===== config.mk =====
export PLATFORM = sky130hd
export DESIGN_NAME = xproc_event_unit
export DESIGN_NICKNAME = d
export VERILOG_FILES = /design/src/rtl/evtu_pkg.sv /design/src/rtl/evtu_hook.sv /design/src/rtl/evtu_send_path.sv /design/src/rtl/evtu_recv_path.sv /design/src/rtl/evtu_irq_ctrl.sv /design/src/rtl/evtu_shared_mem.sv /design/src/rtl/xproc_event_unit.sv
export SDC_FILE = /design/constraint.sdc
export NUM_CORES = 1
export LEC_CHECK = 0
export BUFFER_PORTS_ARGS = -buffer_cell sky130_fd_sc_hd__buf_2
export CAP_MARGIN = 20
export CORE_ASPECT_RATIO = 1.1
export CORE_MARGIN = 2
export CORE_UTILIZATION = 56
export DETAILED_ROUTE_END_ITERATION = 10
export PLACE_DENSITY = 0.8
export SLEW_MARGIN = 40
export SYNTH_ARGS = -nofsm -noshare
export SYNTH_HDL_FRONTEND = slang
export SYNTH_SLANG_ARGS = --single-unit

===== constraint.sdc =====
create_clock -name clk -period 3.2 [get_ports clk]
set_input_delay 0.48 -clock clk [delete_from_list [all_inputs] [get_ports clk]]
set_output_delay 0.48 -clock clk [all_outputs]
set_load 0.05 [all_outputs]

===== src/rtl/evtu_pkg.sv =====
package evtu_pkg;
   localparam int unsigned ADDR_W = 12;
   localparam int unsigned MEM_WIN = 32;

   // Register map (byte offsets); hooks sit 0x80 above their task/event.
   localparam logic [ADDR_W-1:0] BASE_TASK   = 12'h000;
   localparam logic [ADDR_W-1:0] BASE_SUB    = 12'h080;
   localparam logic [ADDR_W-1:0] BASE_EVT    = 12'h100;
   localparam logic [ADDR_W-1:0] BASE_PUB    = 12'h180;
   localparam logic [ADDR_W-1:0] OFF_INTSET  = 12'h300;
   localparam logic [ADDR_W-1:0] OFF_INTCLR  = 12'h304;
   localparam logic [ADDR_W-1:0] OFF_INTPEND = 12'h308;
   localparam logic [ADDR_W-1:0] BASE_SCFG   = 12'h510;
   localparam logic [ADDR_W-1:0] BASE_RCFG   = 12'h590;
   localparam logic [ADDR_W-1:0] BASE_MEM    = 12'h610;

   typedef struct packed {
      logic       en;
      logic [7:0] ch;
   } hook_cfg_t;

   function automatic hook_cfg_t hook_decode(input logic [31:0] w);
      hook_cfg_t h;
      h.en = w[31];
      h.ch = w[7:0];
      return h;
   endfunction

   function automatic logic [31:0] hook_encode(input hook_cfg_t h);
      return {h.en, 23'd0, h.ch};
   endfunction

   // True when a is a word-aligned address among the n words from base.
   function automatic logic in_win(input logic [ADDR_W-1:0] a,
                                   input logic [ADDR_W-1:0] base,
                                   input int unsigned n);
      int unsigned ai;
      int unsigned bi;
      ai = int'(a);
      bi = int'(base);
      return (a[1:0] == 2'b00) && (ai >= bi) && (ai < bi + 4 * n);
   endfunction

   function automatic logic [ADDR_W-3:0] word_off(input logic [ADDR_W-1:0] a,
                                                  input logic [ADDR_W-1:0] base);
      logic [ADDR_W-1:0] d;
      d = a - base;
      return d[ADDR_W-1:2];
   endfunction
endpackage


===== src/rtl/evtu_hook.sv =====
module evtu_hook
   import evtu_pkg::*;
#(
   parameter int unsigned FAB_CH = 16,
   parameter bit          DRIVE  = 1'b0
) (
   input  hook_cfg_t          cfg,
   input  logic [FAB_CH-1:0]  fab_in,
   input  logic               fire,
   output logic               hit,
   output logic [FAB_CH-1:0]  fab_drv
);
   logic [FAB_CH-1:0] sel;

   for (genvar i = 0; i < FAB_CH; i++) begin : g_sel
      assign sel[i] = cfg.en && (cfg.ch == 8'(i));
   end

   if (DRIVE) begin : g_drive
      logic unused_fab_in;
      assign unused_fab_in = ^fab_in;
      assign fab_drv = fire ? sel : '0;
      assign hit     = 1'b0;
   end else begin : g_listen
      logic unused_fire;
      assign unused_fire = fire;
      assign hit     = |(sel & fab_in);
      assign fab_drv = '0;
   end
endmodule


===== src/rtl/evtu_send_path.sv =====
module evtu_send_path
   import evtu_pkg::*;
#(
   parameter int unsigned NUM_CH = 8,
   parameter int unsigned FAB_CH = 16
) (
   input  logic                           clk,
   input  logic                           rst_n,
   input  logic [NUM_CH-1:0]              sw_fire,
   input  logic [NUM_CH-1:0]              cfg_wr,
   input  logic [NUM_CH-1:0]              sub_wr,
   input  logic [NUM_CH-1:0]              cfg_data,
   input  hook_cfg_t                      hook_data,
   input  logic [FAB_CH-1:0]              fab_in,
   output logic [NUM_CH-1:0]              chan_out,
   output logic [NUM_CH-1:0][NUM_CH-1:0]  scfg,
   output hook_cfg_t [NUM_CH-1:0]         sub_cfg
);
   logic [NUM_CH-1:0] sub_hit;
   logic [NUM_CH-1:0] fire;
   logic [NUM_CH-1:0] out_nxt;

   for (genvar n = 0; n < NUM_CH; n++) begin : g_task
      logic [FAB_CH-1:0] drv_unused;
      evtu_hook #(.FAB_CH(FAB_CH), .DRIVE(1'b0)) u_sub (
         .cfg     (sub_cfg[n]),
         .fab_in  (fab_in),
         .fire    (1'b0),
         .hit     (sub_hit[n]),
         .fab_drv (drv_unused)
      );
      assign fire[n] = sw_fire[n] | sub_hit[n];

      AST_TASK_FANOUT: assert property (@(posedge clk) disable iff (!rst_n)
         fire[n] |=> ((chan_out & $past(scfg[n])) == $past(scfg[n])))
         else $error("task fanout missing");
      AST_MASK_REPLACE: assert property (@(posedge clk) disable iff (!rst_n)
         cfg_wr[n] |=> (scfg[n] == $past(cfg_data)))
         else $error("send mask not replaced");
   end

   always_comb begin
      out_nxt = '0;
      for (int n = 0; n < NUM_CH; n++) begin
         if (fire[n]) out_nxt = out_nxt | scfg[n];
      end
   end

   always_ff @(posedge clk or negedge rst_n) begin
      if (!rst_n) begin
         scfg     <= '0;
         sub_cfg  <= '0;
         chan_out <= '0;
      end else begin
         for (int n = 0; n < NUM_CH; n++) begin
            if (cfg_wr[n]) scfg[n]    <= cfg_data;
            if (sub_wr[n]) sub_cfg[n] <= hook_data;
         end
         chan_out <= out_nxt;
      end
   end

   AST_SEND_QUIET: assert property (@(posedge clk) disable iff (!rst_n)
      (fire == '0) |=> (chan_out == '0))
      else $error("pulse without a fired task");
endmodule


===== src/rtl/evtu_recv_path.sv =====
module evtu_recv_path
   import evtu_pkg::*;
#(
   parameter int unsigned NUM_CH = 8,
   parameter int unsigned FAB_CH = 16
) (
   input  logic                           clk,
   input  logic                           rst_n,
   input  logic [NUM_CH-1:0]              chan_in,
   input  logic [NUM_CH-1:0]              rcfg_wr,
   input  logic [NUM_CH-1:0]              pub_wr,
   input  logic [NUM_CH-1:0]              evt_clr,
   input  logic [NUM_CH-1:0]              cfg_data,
   input  hook_cfg_t                      hook_data,
   output logic [NUM_CH-1:0]              evt,
   output logic [NUM_CH-1:0][NUM_CH-1:0]  rcfg,
   output hook_cfg_t [NUM_CH-1:0]         pub_cfg,
   output logic [FAB_CH-1:0]              fab_out
);
   logic [NUM_CH-1:0]              catch_now;
   logic [NUM_CH-1:0]              rise;
   logic [NUM_CH-1:0][FAB_CH-1:0]  drv;
   logic [FAB_CH-1:0]              fab_nxt;

   for (genvar n = 0; n < NUM_CH; n++) begin : g_evt
      logic hit_unused;
      assign catch_now[n] = |(chan_in & rcfg[n]);
      assign rise[n]      = catch_now[n] & ~evt[n];
      evtu_hook #(.FAB_CH(FAB_CH), .DRIVE(1'b1)) u_pub (
         .cfg     (pub_cfg[n]),
         .fab_in  ('0),
         .fire    (rise[n]),
         .hit     (hit_unused),
         .fab_drv (drv[n])
      );

      AST_EVT_CATCH: assert property (@(posedge clk) disable iff (!rst_n)
         catch_now[n] |=> evt[n])
         else $error("event missed a pulse");
      AST_EVT_STICKY: assert property (@(posedge clk) disable iff (!rst_n)
         (evt[n] && !evt_clr[n]) |=> evt[n])
         else $error("event dropped without clear");
   end

   always_comb begin
      fab_nxt = '0;
      for (int n = 0; n < NUM_CH; n++) fab_nxt = fab_nxt | drv[n];
   end

   always_ff @(posedge clk or negedge rst_n) begin
      if (!rst_n) begin
         evt     <= '0;
         rcfg    <= '0;
         pub_cfg <= '0;
         fab_out <= '0;
      end else begin
         for (int n = 0; n < NUM_CH; n++) begin
            if (rcfg_wr[n]) rcfg[n]    <= cfg_data;
            if (pub_wr[n])  pub_cfg[n] <= hook_data;
         end
         // a pulse at the clearing edge wins over the clear
         evt     <= catch_now | (evt & ~evt_clr);
         fab_out <= fab_nxt;
      end
   end

   AST_PUB_ON_RISE: assert property (@(posedge clk) disable iff (!rst_n)
      (fab_out != '0) |-> (|(evt & ~$past(evt))))
      else $error("publish pulse without a new event");
endmodule


===== src/rtl/evtu_irq_ctrl.sv =====
module evtu_irq_ctrl #(
   parameter int unsigned NUM_CH = 8
) (
   input  logic              clk,
   input  logic              rst_n,
   input  logic              set_wr,
   input  logic              clr_wr,
   input  logic [NUM_CH-1:0] mask,
   input  logic [NUM_CH-1:0] evt,
   output logic [NUM_CH-1:0] inten,
   output logic [NUM_CH-1:0] pend,
   output logic              irq
);
   always_ff @(posedge clk or negedge rst_n) begin
      if (!rst_n)      inten <= '0;
      else if (set_wr) inten <= inten | mask;
      else if (clr_wr) inten <= inten & ~mask;
   end

   assign pend = evt & inten;
   assign irq  = |pend;

   AST_INTEN_SET: assert property (@(posedge clk) disable iff (!rst_n)
      set_wr |=> ((inten & $past(mask)) == $past(mask)))
      else $error("enable set lost");
   AST_INTEN_CLR: assert property (@(posedge clk) disable iff (!rst_n)
      clr_wr |=> ((inten & $past(mask)) == '0))
      else $error("enable clear lost");
   AST_IRQ_NEEDS_EN: assert property (@(posedge clk) disable iff (!rst_n)
      irq |-> ((inten != '0) && (evt != '0)))
      else $error("irq without enabled event");
endmodule


===== src/rtl/evtu_shared_mem.sv =====
module evtu_shared_mem #(
   parameter int unsigned NUM_MEM = 4,
   parameter int unsigned IDX_W   = 5
) (
   input  logic             clk,
   input  logic             rst_n,
   input  logic             wr,
   input  logic [IDX_W-1:0] idx,
   input  logic [31:0]      wdata,
   output logic [31:0]      rdata
);
   localparam int unsigned AW = (NUM_MEM > 1) ? $clog2(NUM_MEM) : 1;

   logic [31:0] cells [NUM_MEM];
   logic        in_range;

   assign in_range = int'(idx) < NUM_MEM;
   assign rdata    = in_range ? cells[idx[AW-1:0]] : 32'd0;

   always_ff @(posedge clk or negedge rst_n) begin
      if (!rst_n) begin
         for (int k = 0; k < NUM_MEM; k++) cells[k] <= '0;
      end else if (wr && in_range) begin
         cells[idx[AW-1:0]] <= wdata;
      end
   end

   AST_MEM_STORE: assert property (@(posedge clk) disable iff (!rst_n)
      (wr && in_range) |=> (cells[$past(idx[AW-1:0])] == $past(wdata)))
      else $error("memory write lost");
endmodule


===== src/rtl/xproc_event_unit.sv =====
module xproc_event_unit
   import evtu_pkg::*;
#(
   parameter int unsigned NUM_CH  = 8,
   parameter int unsigned NUM_MEM = 4,
   parameter int unsigned FAB_CH  = 16
) (
   input  logic              clk,
   input  logic              rst_n,
   input  logic [11:0]       reg_addr,
   input  logic              reg_we,
   input  logic [31:0]       reg_wdata,
   output logic [31:0]       reg_rdata,
   input  logic [NUM_CH-1:0] chan_in,
   output logic [NUM_CH-1:0] chan_out,
   input  logic [FAB_CH-1:0] fab_in,
   output logic [FAB_CH-1:0] fab_out,
   output logic              irq
);
   localparam int unsigned CH_W  = $clog2(NUM_CH);
   localparam int unsigned MEM_W = $clog2(MEM_WIN);

   if (!(NUM_CH == 8 || NUM_CH == 16)) begin : g_bad_ch
      $error("NUM_CH must be 8 or 16");
   end
   if (NUM_MEM < 1 || NUM_MEM > MEM_WIN) begin : g_bad_mem
      $error("NUM_MEM out of range 1..32");
   end
   if (FAB_CH < 1 || FAB_CH > 256) begin : g_bad_fab
      $error("FAB_CH out of range 1..256");
   end

   // ---- address decode ----
   logic hit_task, hit_sub, hit_evt, hit_pub, hit_scfg, hit_rcfg, hit_mem;
   logic hit_iset, hit_iclr, hit_ipend;
   logic [CH_W-1:0]  idx_task, idx_sub, idx_evt, idx_pub, idx_scfg, idx_rcfg;
   logic [MEM_W-1:0] idx_mem;

   assign hit_task  = in_win(reg_addr, BASE_TASK, NUM_CH);
   assign hit_sub   = in_win(reg_addr, BASE_SUB,  NUM_CH);
   assign hit_evt   = in_win(reg_addr, BASE_EVT,  NUM_CH);
   assign hit_pub   = in_win(reg_addr, BASE_PUB,  NUM_CH);
   assign hit_scfg  = in_win(reg_addr, BASE_SCFG, NUM_CH);
   assign hit_rcfg  = in_win(reg_addr, BASE_RCFG, NUM_CH);
   assign hit_mem   = in_win(reg_addr, BASE_MEM,  MEM_WIN);
   assign hit_iset  = (reg_addr == OFF_INTSET);
   assign hit_iclr  = (reg_addr == OFF_INTCLR);
   assign hit_ipend = (reg_addr == OFF_INTPEND);

   assign idx_task = CH_W'(word_off(reg_addr, BASE_TASK));
   assign idx_sub  = CH_W'(word_off(reg_addr, BASE_SUB));
   assign idx_evt  = CH_W'(word_off(reg_addr, BASE_EVT));
   assign idx_pub  = CH_W'(word_off(reg_addr, BASE_PUB));
   assign idx_scfg = CH_W'(word_off(reg_addr, BASE_SCFG));
   assign idx_rcfg = CH_W'(word_off(reg_addr, BASE_RCFG));
   assign idx_mem  = MEM_W'(word_off(reg_addr, BASE_MEM));

   // ---- per-channel write strobes ----
   logic [NUM_CH-1:0] sw_fire, scfg_wr, sub_wr, rcfg_wr, pub_wr, evt_clr;

   for (genvar n = 0; n < NUM_CH; n++) begin : g_strobe
      assign sw_fire[n] = reg_we && hit_task && (idx_task == CH_W'(n)) && reg_wdata[0];
      assign sub_wr[n]  = reg_we && hit_sub  && (idx_sub  == CH_W'(n));
      assign evt_clr[n] = reg_we && hit_evt  && (idx_evt  == CH_W'(n)) && !reg_wdata[0];
      assign pub_wr[n]  = reg_we && hit_pub  && (idx_pub  == CH_W'(n));
      assign scfg_wr[n] = reg_we && hit_scfg && (idx_scfg == CH_W'(n));
      assign rcfg_wr[n] = reg_we && hit_rcfg && (idx_rcfg == CH_W'(n));
   end

   hook_cfg_t         hook_data;
   logic [NUM_CH-1:0] mask_data;
   assign hook_data = hook_decode(reg_wdata);
   assign mask_data = reg_wdata[NUM_CH-1:0];

   // ---- datapaths ----
   logic [NUM_CH-1:0][NUM_CH-1:0] scfg, rcfg;
   hook_cfg_t [NUM_CH-1:0]        sub_cfg, pub_cfg;
   logic [NUM_CH-1:0]             evt, inten, pend;
   logic [31:0]                   mem_rdata;

   evtu_send_path #(.NUM_CH(NUM_CH), .FAB_CH(FAB_CH)) u_send (
      .clk       (clk),
      .rst_n     (rst_n),
      .sw_fire   (sw_fire),
      .cfg_wr    (scfg_wr),
      .sub_wr    (sub_wr),
      .cfg_data  (mask_data),
      .hook_data (hook_data),
      .fab_in    (fab_in),
      .chan_out  (chan_out),
      .scfg      (scfg),
      .sub_cfg   (sub_cfg)
   );

   evtu_recv_path #(.NUM_CH(NUM_CH), .FAB_CH(FAB_CH)) u_recv (
      .clk       (clk),
      .rst_n     (rst_n),
      .chan_in   (chan_in),
      .rcfg_wr   (rcfg_wr),
      .pub_wr    (pub_wr),
      .evt_clr   (evt_clr),
      .cfg_data  (mask_data),
      .hook_data (hook_data),
      .evt       (evt),
      .rcfg      (rcfg),
      .pub_cfg   (pub_cfg),
      .fab_out   (fab_out)
   );

   evtu_irq_ctrl #(.NUM_CH(NUM_CH)) u_irq (
      .clk    (clk),
      .rst_n  (rst_n),
      .set_wr (reg_we && hit_iset),
      .clr_wr (reg_we && hit_iclr),
      .mask   (mask_data),
      .evt    (evt),
      .inten  (inten),
      .pend   (pend),
      .irq    (irq)
   );

   evtu_shared_mem #(.NUM_MEM(NUM_MEM), .IDX_W(MEM_W)) u_mem (
      .clk   (clk),
      .rst_n (rst_n),
      .wr    (reg_we && hit_mem),
      .idx   (idx_mem),
      .wdata (reg_wdata),
      .rdata (mem_rdata)
   );

   // ---- read mux; task registers read as zero ----
   always_comb begin
      reg_rdata = '0;
      if (hit_evt)                reg_rdata = 32'(evt[idx_evt]);
      else if (hit_sub)           reg_rdata = hook_encode(sub_cfg[idx_sub]);
      else if (hit_pub)           reg_rdata = hook_encode(pub_cfg[idx_pub]);
      else if (hit_iset || hit_iclr) reg_rdata = 32'(inten);
      else if (hit_ipend)         reg_rdata = 32'(pend);
      else if (hit_scfg)          reg_rdata = 32'(scfg[idx_scfg]);
      else if (hit_rcfg)          reg_rdata = 32'(rcfg[idx_rcfg]);
      else if (hit_mem)           reg_rdata = mem_rdata;
   end

   AST_CLR_TAKES: assert property (@(posedge clk) disable iff (!rst_n)
      ((evt_clr != '0) && ((chan_in & ~chan_in) == '0) &&
       ((evt_clr & evt) != '0) && (|(evt_clr & ~evt)) == 1'b0 &&
       (rcfg[idx_evt] & chan_in) == '0) |=> !evt[$past(idx_evt)])
      else $error("event clear ignored");
endmodule


==> metrics.md, run 1 <==
| Metric | Value |
|---|---|
| Post-DR wirelength/cell | `27.35 um` |
| Syn Nets | `1989` |
| Post-synth top area share | `0.4569` |
| Clk root buf | `clkbuf_16` |
| Drt drc | `0` |
| Pins Over Slew Limit | `0` |
| First-pass GRT wire length | `between 100 and 150 mm` |
| Gr usage total | `0.3262` |
| Number of port buffers | `roughly 130` |
| Setup TNS | `0 ps` |
| VDD IR max | `432.0 uV` |
| Synth top area cells | `dfrtp_1 (46%), mux2_2 (16%), mux4_2 (10%), mux2i_1 (2.6%), mux2_4 (2.4%)` |
| Num rows | `79` |
| DIE HEIGHT | `221.6 um` |
| Post-route ant nets | `0` |
| Worst-path clk slew | `around 60 ps` |
| Setup WS post-layout | `11.63 ps` |
| Routability cong. | `approximately 1` |
| Top Ports | `about 130` |
| Tightest Pin Transition | `roughly 780 ps` |
| Mapped Avg Cell Area | `12.59 um2` |
| Layout Utilization | `0.6494` |
| Fillers | `3141` |
| Worst EP arrival | `about 2700 ps` |
| Synth area leader | `dfrtp_1` |
| Hold Violations, Final | `0` |
| Post-DP HPWL | `49.57 mm` |
| Worst-path fanout max | `5` |
| Yosys warns | `0` |
| Clk sinks | `440` |
| Tmin final | `around 3200 ps` |
| Vias in the first global route | `roughly 18000` |
| Number of enable flip-flop cells after synthesis | `0` |
| Post-Synthesis Cell Area | `24100 um2` |
| Gr ovfl total | `0` |
| Slew margin rel. | `0.4716` |
| Share of layout cells above drive strength 1 | `0.4070` |
| CORE AREA | `42400 um2` |
| CTS tree | `done` |
| Layout area overhead | `14.27%` |
| F_max | `313.6 MHz` |
| Ys flop type | `dfrtp_1` |
| Largest net degree at the start of global routing | `76` |
| RSZ-0062 raised after global routing | `true` |
| Final layout net count | `between 2000 and 2500` |
| Register area share after synthesis | `0.4569` |
| Routed WL | `72.62 mm` |
| Initial antenna violation count | `4` |
| CTS H-tree lvls | `2` |
| Tcrit/Tclk final | `0.9964` |
| Synthesized instance count | `1914` |
| DRT iter0 DRCs | `1821` |
| Worst hold-check path type | `in2reg` |
| Post-placement setup slack | `-51.20 ps` |
| Crit. End Element | `primary output` |
| Fraction of registers with async set or reset after synthesis | `1.000` |
| Commonest non-fill, non-tap cell in the layout | `dfrtp_1` |
| Die width | `201.8 um` |
| Final Setup Violations | `0` |
| Total number of vias | `18270` |
| Final non-filler cell area | `27540 um2` |
| CTS max path bufs | `3` |
| Most frequent cells in the layout | `dfrtp_1 (440), mux2_2 (351), buf_2 (110)` |
| Status | `finished, final reports clean` |
| DIE AREA | `44710 um2` |
| DRT Pass-1 Iters | `7` |
| Critical Path RT | `~2700 ps` |
| Synth unique cells | `between 70 and 80` |
| Leak | `12.99 nW` |
| Post-DP Area | `roughly 26000 um2` |
| Skew final | `30.49 ps` |
| Pwr Density | `434.4 nW/um2` |
| Clock buffer count from CTS | `47` |
| Clock insertion delay at the later pin of the skew report | `slightly above 600 ps` |
| Max-cap violations | `0` |
| Number of synthesized register bits | `440` |
| CP Class | `in2out` |
| Effective utilization at floorplan | `0.5683` |
| Startpoint types | `primary input` |
| Routed vias/inst | `6.882` |
-- layout make-up --
| cell class | instances | area (um2) | share of cell area |
|---|---|---|---|
| multi-input cells | 1303 | 12530 | 0.4551 |
| flip-flops and latches | 440 | 11010 | 0.3999 |
| repair buffers | 218 | 1604 | 0.05825 |
| clock buffers | 64 | 1310 | 0.04757 |
| well taps | 567 | 709.4 | 0.02576 |
| clock inverters | 22 | 215.2 | 0.007815 |
| inverters | 39 | 150.1 | 0.005453 |
| diodes | 2 | 5.005 | 0.0001818 |
-- worst max-delay path, stage by stage --
cell	delay, ps
buf_6	110
buf_4	130
clkinvlp_4	110
ha_4	190
xor2_1	180
nor4_2	390
buf_4	220
a22oi_1	80
o211ai_1	130
nand2_1	100
a22oi_2	270
clkbuf_4	300
-- per-layer routing --
metal	part of all wire	routed length, um	GRT usage
met5	0.00025	18	0
met4	0.055	3988	0.1758
met3	0.090	6523	0.06467
met2	0.47	34150	0.5071
met1	0.38	27940	0.4347
-- state kept, by name, indices dropped and copies added (netlist names), named ones only --
name / flops
u_mem.cells: 128
u_recv.rcfg: 64
u_send.sub_cfg: 72
u_send.scfg: 64
u_recv.evt: 8
u_recv.pub_cfg: 72
u_send.chan_out: 8
u_recv.fab_out: 16
-- synth_stat cells, types with 16 or more instances --
library cell	count
nand2_1	91
buf_1	18
nor3_1	23
clkbuf_1	84
mux4_2	108
o22ai_1	28
nor2b_1	46
nor2_1	72
mux2i_1	63
and3_1	22
buf_2	19
o21ai_0	40
mux2_1	32
mux2_4	39
a22oi_1	56
inv_1	39
a211oi_1	16
dfrtp_1	440
mux2_2	351
nand3_1	54
nand4_1	26
-- power by group --
| part | total [mW] | leakage [nW] | internal (mW) | switching [mW] |
|---|---|---|---|---|
| Clock | 5.44 | 0.753 | 3.12 | 2.31 |
| Combinational | 0.822 | 6.12 | 0.281 | 0.541 |
| Sequential | 5.70 | 6.12 | 5.62 | 0.0807 |
| Total | 12.0 | 13.0 | 9.03 | 2.94 |
-- worst paths after layout --
path	startpoint	endpoint	slack (ps)	depth (start not counted)
min in group asynchronous	rst_n	u_recv.fab_out[13]	440	2
worst min register to register	u_mem.cells[86]	u_mem.cells[86]	480	1
worst min-delay path	reg_wdata[10]	u_mem.cells[106]	150	2
max in group asynchronous	rst_n	u_mem.cells[112]	1770	4
worst max register to register	u_send.sub_cfg[56]	u_send.chan_out[7]	480	6
worst max-delay path	reg_addr[4]	reg_rdata[0]	10	12
-- logic make-up (layout without fill, tap and decap cells) --
kind of cell | Yosys count | count (layout) | share of synthesized area
AOI/OAI and AO/OA | 250 | 250 | 0.07518
xor gates and xnor gates | 1 | 1 | 0.0003635
adders and majority gates | 4 | 4 | 0.002077
buffers and inverters | 171 | 343 | 0.03001
DFF | 440 | 440 | 0.4569
muxes | 593 | 593 | 0.3304
other | 0 | 2 | 0
and+or+nand+nor | 455 | 455 | 0.1051
-- what timing repair did --
item | in CTS | in global routing
pin swaps | 1 | 9
setup endpoints to repair | 6 | 8
gates resized for setup | 10 | 25
hold endpoints to repair | 67 | 0
hold buffers | 1 | 0
setup buffers | 0 | 5
cloned | 0 | 1
-- through the flow --
stage          hold WS, ps  std cells  power, mW
5_1_grt              154.9       2655      12.31
4_1_cts              133.5       2646      12.00
3_3_place_gp         462.2       2558      6.572
6_report             146.9       2655      11.96
3_5_place_dp         475.0       2559      6.600
2_1_floorplan        184.4       1914      6.170
Power figures use the tool's default switching activity.
==> run 2: changes to the inputs <==
--- a/config.mk
+++ b/config.mk
@@ -9,9 +9,10 @@
 export CAP_MARGIN = 20
 export CORE_ASPECT_RATIO = 1.1
 export CORE_MARGIN = 2
-export CORE_UTILIZATION = 56
+export CORE_UTILIZATION = 60
 export DETAILED_ROUTE_END_ITERATION = 10
-export PLACE_DENSITY = 0.8
+export PLACE_DENSITY = 0.81
+export RECOVER_POWER = 25
 export SLEW_MARGIN = 40
 export SYNTH_ARGS = -nofsm -noshare
 export SYNTH_HDL_FRONTEND = slang
==> constraint.sdc (replaced) <==
create_clock -name clk -period 3.6 [get_ports clk]
set_input_delay 0.54 -clock clk [delete_from_list [all_inputs] [get_ports clk]]
set_output_delay 0.54 -clock clk [all_outputs]
set_load 0.05 [all_outputs]
==> run 2 against run 1 <==
The flow now finishes with violations (capacitance limit, slew limit). Power shrank 11%. Clock power is 10% lower. Final cell count shrank 3.5%. Sequential power shrank 11%. Global-route usage is 2.6 points higher. Clock skew rose by 18 ps. Flip-flop and latch count unchanged. Sequential share of layout area up 0.67 points. Wire length up 0.39%. Largest cell class unchanged. Largest power group unchanged.
==> metrics.md, run 2 (synthesis gave the netlist of run 1 again) <==
| Metric | Value |
|---|---|
| Leak | `~13 nW` |
| VDD IR max | `roughly 450 uV` |
| Final non-filler cell area | `27080 um2` |
| Top Ports | `128` |
| Layout area overhead | `12.37%` |
| Worst hold slack | `181.3 ps` |
| Clk sinks | `440` |
| Top reg by flops | `u_mem.cells` |
| CTS H-tree lvls | `2` |
| Cell family with most CP delay | `multiplexers` |
| Final Setup Violations | `0` |
| Tmin final | `3421 ps` |
| Hold Violations, Final | `0` |
| Sw Share | `0.2472` |
| First-pass GRT wire length | `112.9 mm` |
| Slew margin rel. | `-0.7457` |
| Clock insertion delay at the later pin of the skew report | `roughly 630 ps` |
| Failing checks | `capacitance limit, slew limit` |
| Pins Over Slew Limit | `30` |
| Logic gate share of total power | `0.066` |
| Tightest Pin Transition | `between 2000 and 3000 ps` |
| Max-cap violations | `1` |
| Effective utilization at floorplan | `0.6042` |
| Worst hold-check path type | `in2reg` |
| Post-DP HPWL | `48.94 mm` |
| Pwr Density | `393.3 nW/um2` |
| Initial antenna violation count | `2` |
| Routed vias/inst | `just over 7` |
| P_sw | `roughly 2.6 mW` |
| DRT iter0 DRCs | `2056` |
| Post-DP Area | `25520 um2` |
| Post-route ant nets | `0` |
| F_max | `292.3 MHz` |
| Gr usage total | `0.3527` |
| Crit. End Element | `primary output` |
| Clk root buf | `clkbuf_16` |
| Crit path cell chain | `mux4_2, mux2_2, a22oi_1, mux2i_1, nor3_1, nor3_2, buf_2` |
| Drt drc | `0` |
| Clock buffer count from CTS | `46` |
| Die width | `195.1 um` |
| Gr ovfl total | `0` |
| Commonest non-fill, non-tap cell in the layout | `dfrtp_1` |
| Critical Path RT | `3060 ps` |
| Number of port buffers | `between 100 and 150` |
| Routability cong. | `between 0.9 and 1` |
| Routed WL | `72.90 mm` |
| Total number of vias | `18080` |
| Largest net degree at the start of global routing | `86` |
| Vias in the first global route | `18630` |
| DIE AREA | `41780 um2` |
| Setup WS post-layout | `approximately 180 ps` |
| CTS tree | `done` |
| Crit-path slowest cell | `mux4_2` |
| CORE AREA | `39890 um2` |
| Setup TNS | `0 ps` |
| Clock power frac | `0.458` |
| CP Class | `reg2out` |
| Post-DR wirelength/cell | `between 20 and 30 um` |
| DIE HEIGHT | `214.2 um` |
| CP peak stage delay | `~530 ps` |
| Num rows | `77` |
| WP buf/inv | `1` |
| DRT Pass-1 Iters | `5` |
| Post-CTS setup buffers | `0` |
| Cell internal pwr | `about 8.0 mW` |
| Startpoint types | `flop` |
| Largest register FFs | `128` |
| Post-placement setup slack | `around 230 ps` |
| Skew final | `48.61 ps` |
| Worst EP arrival | `2880 ps` |
| Final layout net count | `2090` |
| Worst-path fanout max | `3` |
| Tcrit/Tclk final | `0.9504` |
| Share of layout cells above drive strength 1 | `0.3904` |
| Most frequent cells in the layout | `dfrtp_1 (440), mux2_2 (351), buf_2 (118)` |
| Top Registers | `u_mem.cells: 128 flops, u_recv.pub_cfg: 72 flops, u_send.sub_cfg: 72 flops` |
| Status | `finished, violations left` |
| CTS max path bufs | `3` |
| Worst-path clk slew | `about 60 ps` |
| Sequential cell fraction of total power | `0.476` |
| RSZ-0062 raised after global routing | `false` |
## run 2: cell types whose count changed in the layout (fill, tap and decap cells not counted), moves of 5 or more
cell,delta
clkbuf_8,+6
clkinv_2,-6
buf_2,+8
buf_4,-34
nor3_2,-5
buf_6,-5
## run 2: through the flow
| stage | std cells | power (mW) | utilization |
|---|---|---|---|
| global placement | 2476 | 5.822 | 0.6387 |
| finish | 2563 | 10.65 | 0.6789 |
| detailed placement | 2477 | 5.844 | 0.6398 |
| global route | 2563 | 10.95 | 0.6789 |
| CTS | 2560 | 10.67 | 0.6787 |
| floorplan | 1914 | 5.482 | - |
## run 2: final timing paths
kind / start / endpoint / slack, ps / depth (start not counted)
worst min register to register: u_mem.cells[91] / u_mem.cells[91] / 490 / 1
worst max register to register: u_send.sub_cfg[56] / u_send.chan_out[7] / 830 / 6
max in group asynchronous: rst_n / u_send.scfg[56] / 550 / 4
worst max-delay path: u_recv.rcfg[23] / reg_rdata[7] / 180 / 7
min in group asynchronous: rst_n / u_recv.fab_out[13] / 1280 / 2
worst min-delay path: reg_wdata[25] / u_mem.cells[89] / 180 / 2
## run 2: final cells by class
| type | count | area (um2) |
|---|---|---|
| multi-input combinational | 1303 | 12470 |
| fill | 2900 | 12810 |
| tap | 513 | 641.9 |
| inverter | 39 | 146.4 |
| antenna | 1 | 2.502 |
| clock buffer | 69 | 1368 |
| sequential | 440 | 11010 |
| clock inverter | 13 | 172.7 |
| timing repair buffer | 185 | 1264 |
## run 2: per-layer routing
| metal | up-vias | GRT usage | routed length, um |
|---|---|---|---|
| li1 | 7479 | - | - |
| met4 | 2 | 0.1669 | 3696 |
| met3 | 248 | 0.08509 | 7090 |
| met5 | - | 0 | 8 |
| met2 | 1146 | 0.5552 | 34510 |
| met1 | 9208 | 0.4650 | 27600 |
## run 2: repair_timing
action	in CTS	in global routing
hold buffers	1	0
endpoints found under the hold margin	28	0
endpoints found under the setup margin	0	0
resized for setup	0	0
## run 2: power groups by stage
stage                     Clock, mW  Sequential [mW]  Combinational, mW
final                          4.87             5.07              0.703
after global routing           5.13             5.07              0.754
after CTS                      4.91             5.06              0.696
after detailed placement          0             5.15              0.690
after global placement            0             5.15              0.669
after floorplan                   0             5.12              0.360
==> run 3: changes to the inputs <==
==> constraint.sdc (replaced) <==
create_clock -name clk -period 3.6 [get_ports clk]
set_input_delay 0.18 -clock clk [delete_from_list [all_inputs] [get_ports clk]]
set_output_delay 0.18 -clock clk [all_outputs]
set_load 0.05 [all_outputs]
==> run 3 against run 2 <==
Critical path type is now in2out. Sequential share of layout area is 0.23 points lower. Cell area grew 0.56%. Setup slack improved by 310 ps. Largest power group is now the clock network. Utilization up 0.38 points. Clock power up 5.7%. The flow still finishes with violations (capacitance limit, slew limit). Highest routed layer is now met4. Flip-flop and latch count is the same.
==> metrics.md, run 3 (synthesis gave the netlist of run 1 again) <==
| Metric | Value |
|---|---|
| Status | `finished, violations left` |
| Failing checks | `capacitance limit, slew limit` |
| Max-cap violations | `1` |
| Met3 Usage GRT | `0.07738` |
| Gr usage total | `0.3483` |
| CTS H-tree lvls | `2` |
| Die width | `~200 um` |
| RR Startpoint | `u_send.sub_cfg[56]` |
| Area of the multi-input gates | `12410 um2` |
| Total power draw | `roughly 11 mW` |
| Clock buffer count from CTS | `46` |
| Top reg by flops | `u_mem.cells` |
| FF-to-FF path depth | `6` |
| Drt drc | `0` |
| Post-route ant nets | `0` |
| Num rows | `just under 80` |
| DRT iter0 DRCs | `1750` |
| Layout area overhead | `13.00%` |
| Startpoint types | `primary input` |
| Crit path cell chain | `clkbuf_8, or3b_1, a2111oi_4, a22oi_1, nand2_1, o21ai_0, a211oi_1, buf_2` |
| First-pass GRT wire length | `111.8 mm` |
| Final layout net count | `2106` |
| CORE AREA | `39890 um2` |
| Placed Cells | `2470` |
| Tmin final | `3106 ps` |
| Number of port buffers | `127` |
| Final Setup Violations | `0` |
| FF-to-FF End | `u_send.chan_out[2]` |
| Top Usage Layer GRT | `met2` |
| Met1 usage | `0.4554` |
| CTS tree | `done` |
| Gr ovfl total | `0` |
| Routed vias/inst | `7.018` |
| Most frequent cells in the layout | `dfrtp_1 (440), mux2_2 (351), buf_2 (118)` |
| DIE AREA | `roughly 42000 um2` |
| Commonest non-fill, non-tap cell in the layout | `dfrtp_1` |
| Tcrit/Tclk final | `0.8629` |
| Largest register FFs | `~130` |
| Largest net degree at the start of global routing | `88` |
| CP Class | `in2out` |
| Crit-path slowest cell | `a2111oi_4` |
| Clock insertion delay at the later pin of the skew report | `620 ps` |
| VDD IR max | `423.8 uV` |
| Fillers | `2864` |
| DIE HEIGHT | `between 200 and 250 um` |
| Clk root buf | `clkbuf_16` |
| Worst EP arrival | `2930 ps` |
| Leak | `about 13 nW` |
| Slew margin rel. | `-0.6580` |
| M2 GR Usage | `0.5529` |
| Top Registers | `u_mem.cells: 128 flops, u_recv.pub_cfg: 72 flops, u_send.sub_cfg: 72 flops` |
| Post-DP HPWL | `47.84 mm` |
| Tightest Pin Transition | `2487 ps` |
| Reg-to-reg slack, setup | `900 ps` |
| Total number of vias | `~18000` |
| Worst-path fanout max | `40` |
| Pins Over Slew Limit | `40` |
| Final Non-Filler Cells | `approximately 2600` |
| Routed WL | `about 70 mm` |
| Gates resized, CTS repair | `0` |
| Routability cong. | `0.9548` |
| Post-DR wirelength/cell | `27.84 um` |
| Setup TNS | `0 ps` |
| Hold path cells | `3` |
| Clk sinks | `440` |
| Worst-path clk slew | `60 ps` |
| F_max | `between 300 and 400 MHz` |
| Register area | `between 10000 and 15000 um2` |
| Pwr Density | `401.3 nW/um2` |
| Skew final | `34.96 ps` |
| Critical Path RT | `3420 ps` |
| RSZ-0062 raised after global routing | `false` |
| Worst hold-check path type | `in2reg` |
| Hold Violations, Final | `0` |
| CP peak stage delay | `720 ps` |
| Vias in the first global route | `between 15000 and 20000` |
| Effective utilization at floorplan | `0.6042` |
| CTS max path bufs | `3` |
| Hold_sp | `reg_wdata[3]` |
| Share of layout cells above drive strength 1 | `0.3820` |
| Crit. End Element | `primary output` |
| DRT Pass-1 Iters | `6` |
| Initial antenna violation count | `2` |
| Top Ports | `around 130` |
==> run 3: layer usage <==
layer  share of wire  vias to the layer above
met5               0                        -
met4           0.052                        0
met3           0.086                      250
met2            0.48                     1019
met1            0.39                     9320
li1                -                     7532
==> run 3: layout make-up <==
class / count / area share
repair buffers: 201 / 0.05045
clock buffers: 65 / 0.04857
diodes: 1 / 0.00009189
multi-input cells: 1303 / 0.4557
flip-flops and latches: 440 / 0.4043
clock inverters: 20 / 0.01190
well taps: 513 / 0.02357
inverters: 39 / 0.005376
==> run 3: timing repair <==
item	CTS	global route
hold buffers	24	0
buffers inserted	0	0
hold endpoints to repair	292	0
==> run 3: report_power, final <==
part / internal, mW / switching (mW)
sequential: 5.00 / 0.0712
combinational: 0.239 / 0.475
clock: 3.03 / 2.12
total: 8.26 / 2.67
==> run 3: worst max path at each step <==
| stage | start | to | slack (ps) | cells after the start |
|---|---|---|---|---|
| 2_1_floorplan | reg_addr[4] | reg_rdata[2] | 110 | 12 |
| 3_3_place_gp | reg_addr[2] | reg_rdata[2] | 520 | 8 |
| 3_5_place_dp | reg_addr[2] | u_recv.rcfg[0] | 510 | 7 |
| 4_1_cts | reg_addr[2] | reg_rdata[2] | 530 | 8 |
| 5_1_grt | reg_addr[2] | reg_rdata[2] | 330 | 8 |
| 6_report | reg_addr[2] | reg_rdata[2] | 490 | 8 |
==> run 3: worst max-delay path: cells and delay by family <==
| kind | cells | cell delay, ps |
|---|---|---|
| buf+inv | 2 | 630 |
| simple gates | 2 | 610 |
| compound gates | 4 | 1480 |
==> run 3: per-stage QoR <==
step	worst slack [ps]	instance area, um2	utilization	hold WS [ps]
6_report	493.5	27230	0.6827	118.5
5_1_grt	334.9	27230	0.6827	138.8
4_1_cts	525.9	27210	0.6821	38.88
3_5_place_dp	506.4	25320	0.6348	86.54
3_3_place_gp	522.4	25270	0.6335	309.0
2_1_floorplan	109.2	24100	-	-115.6
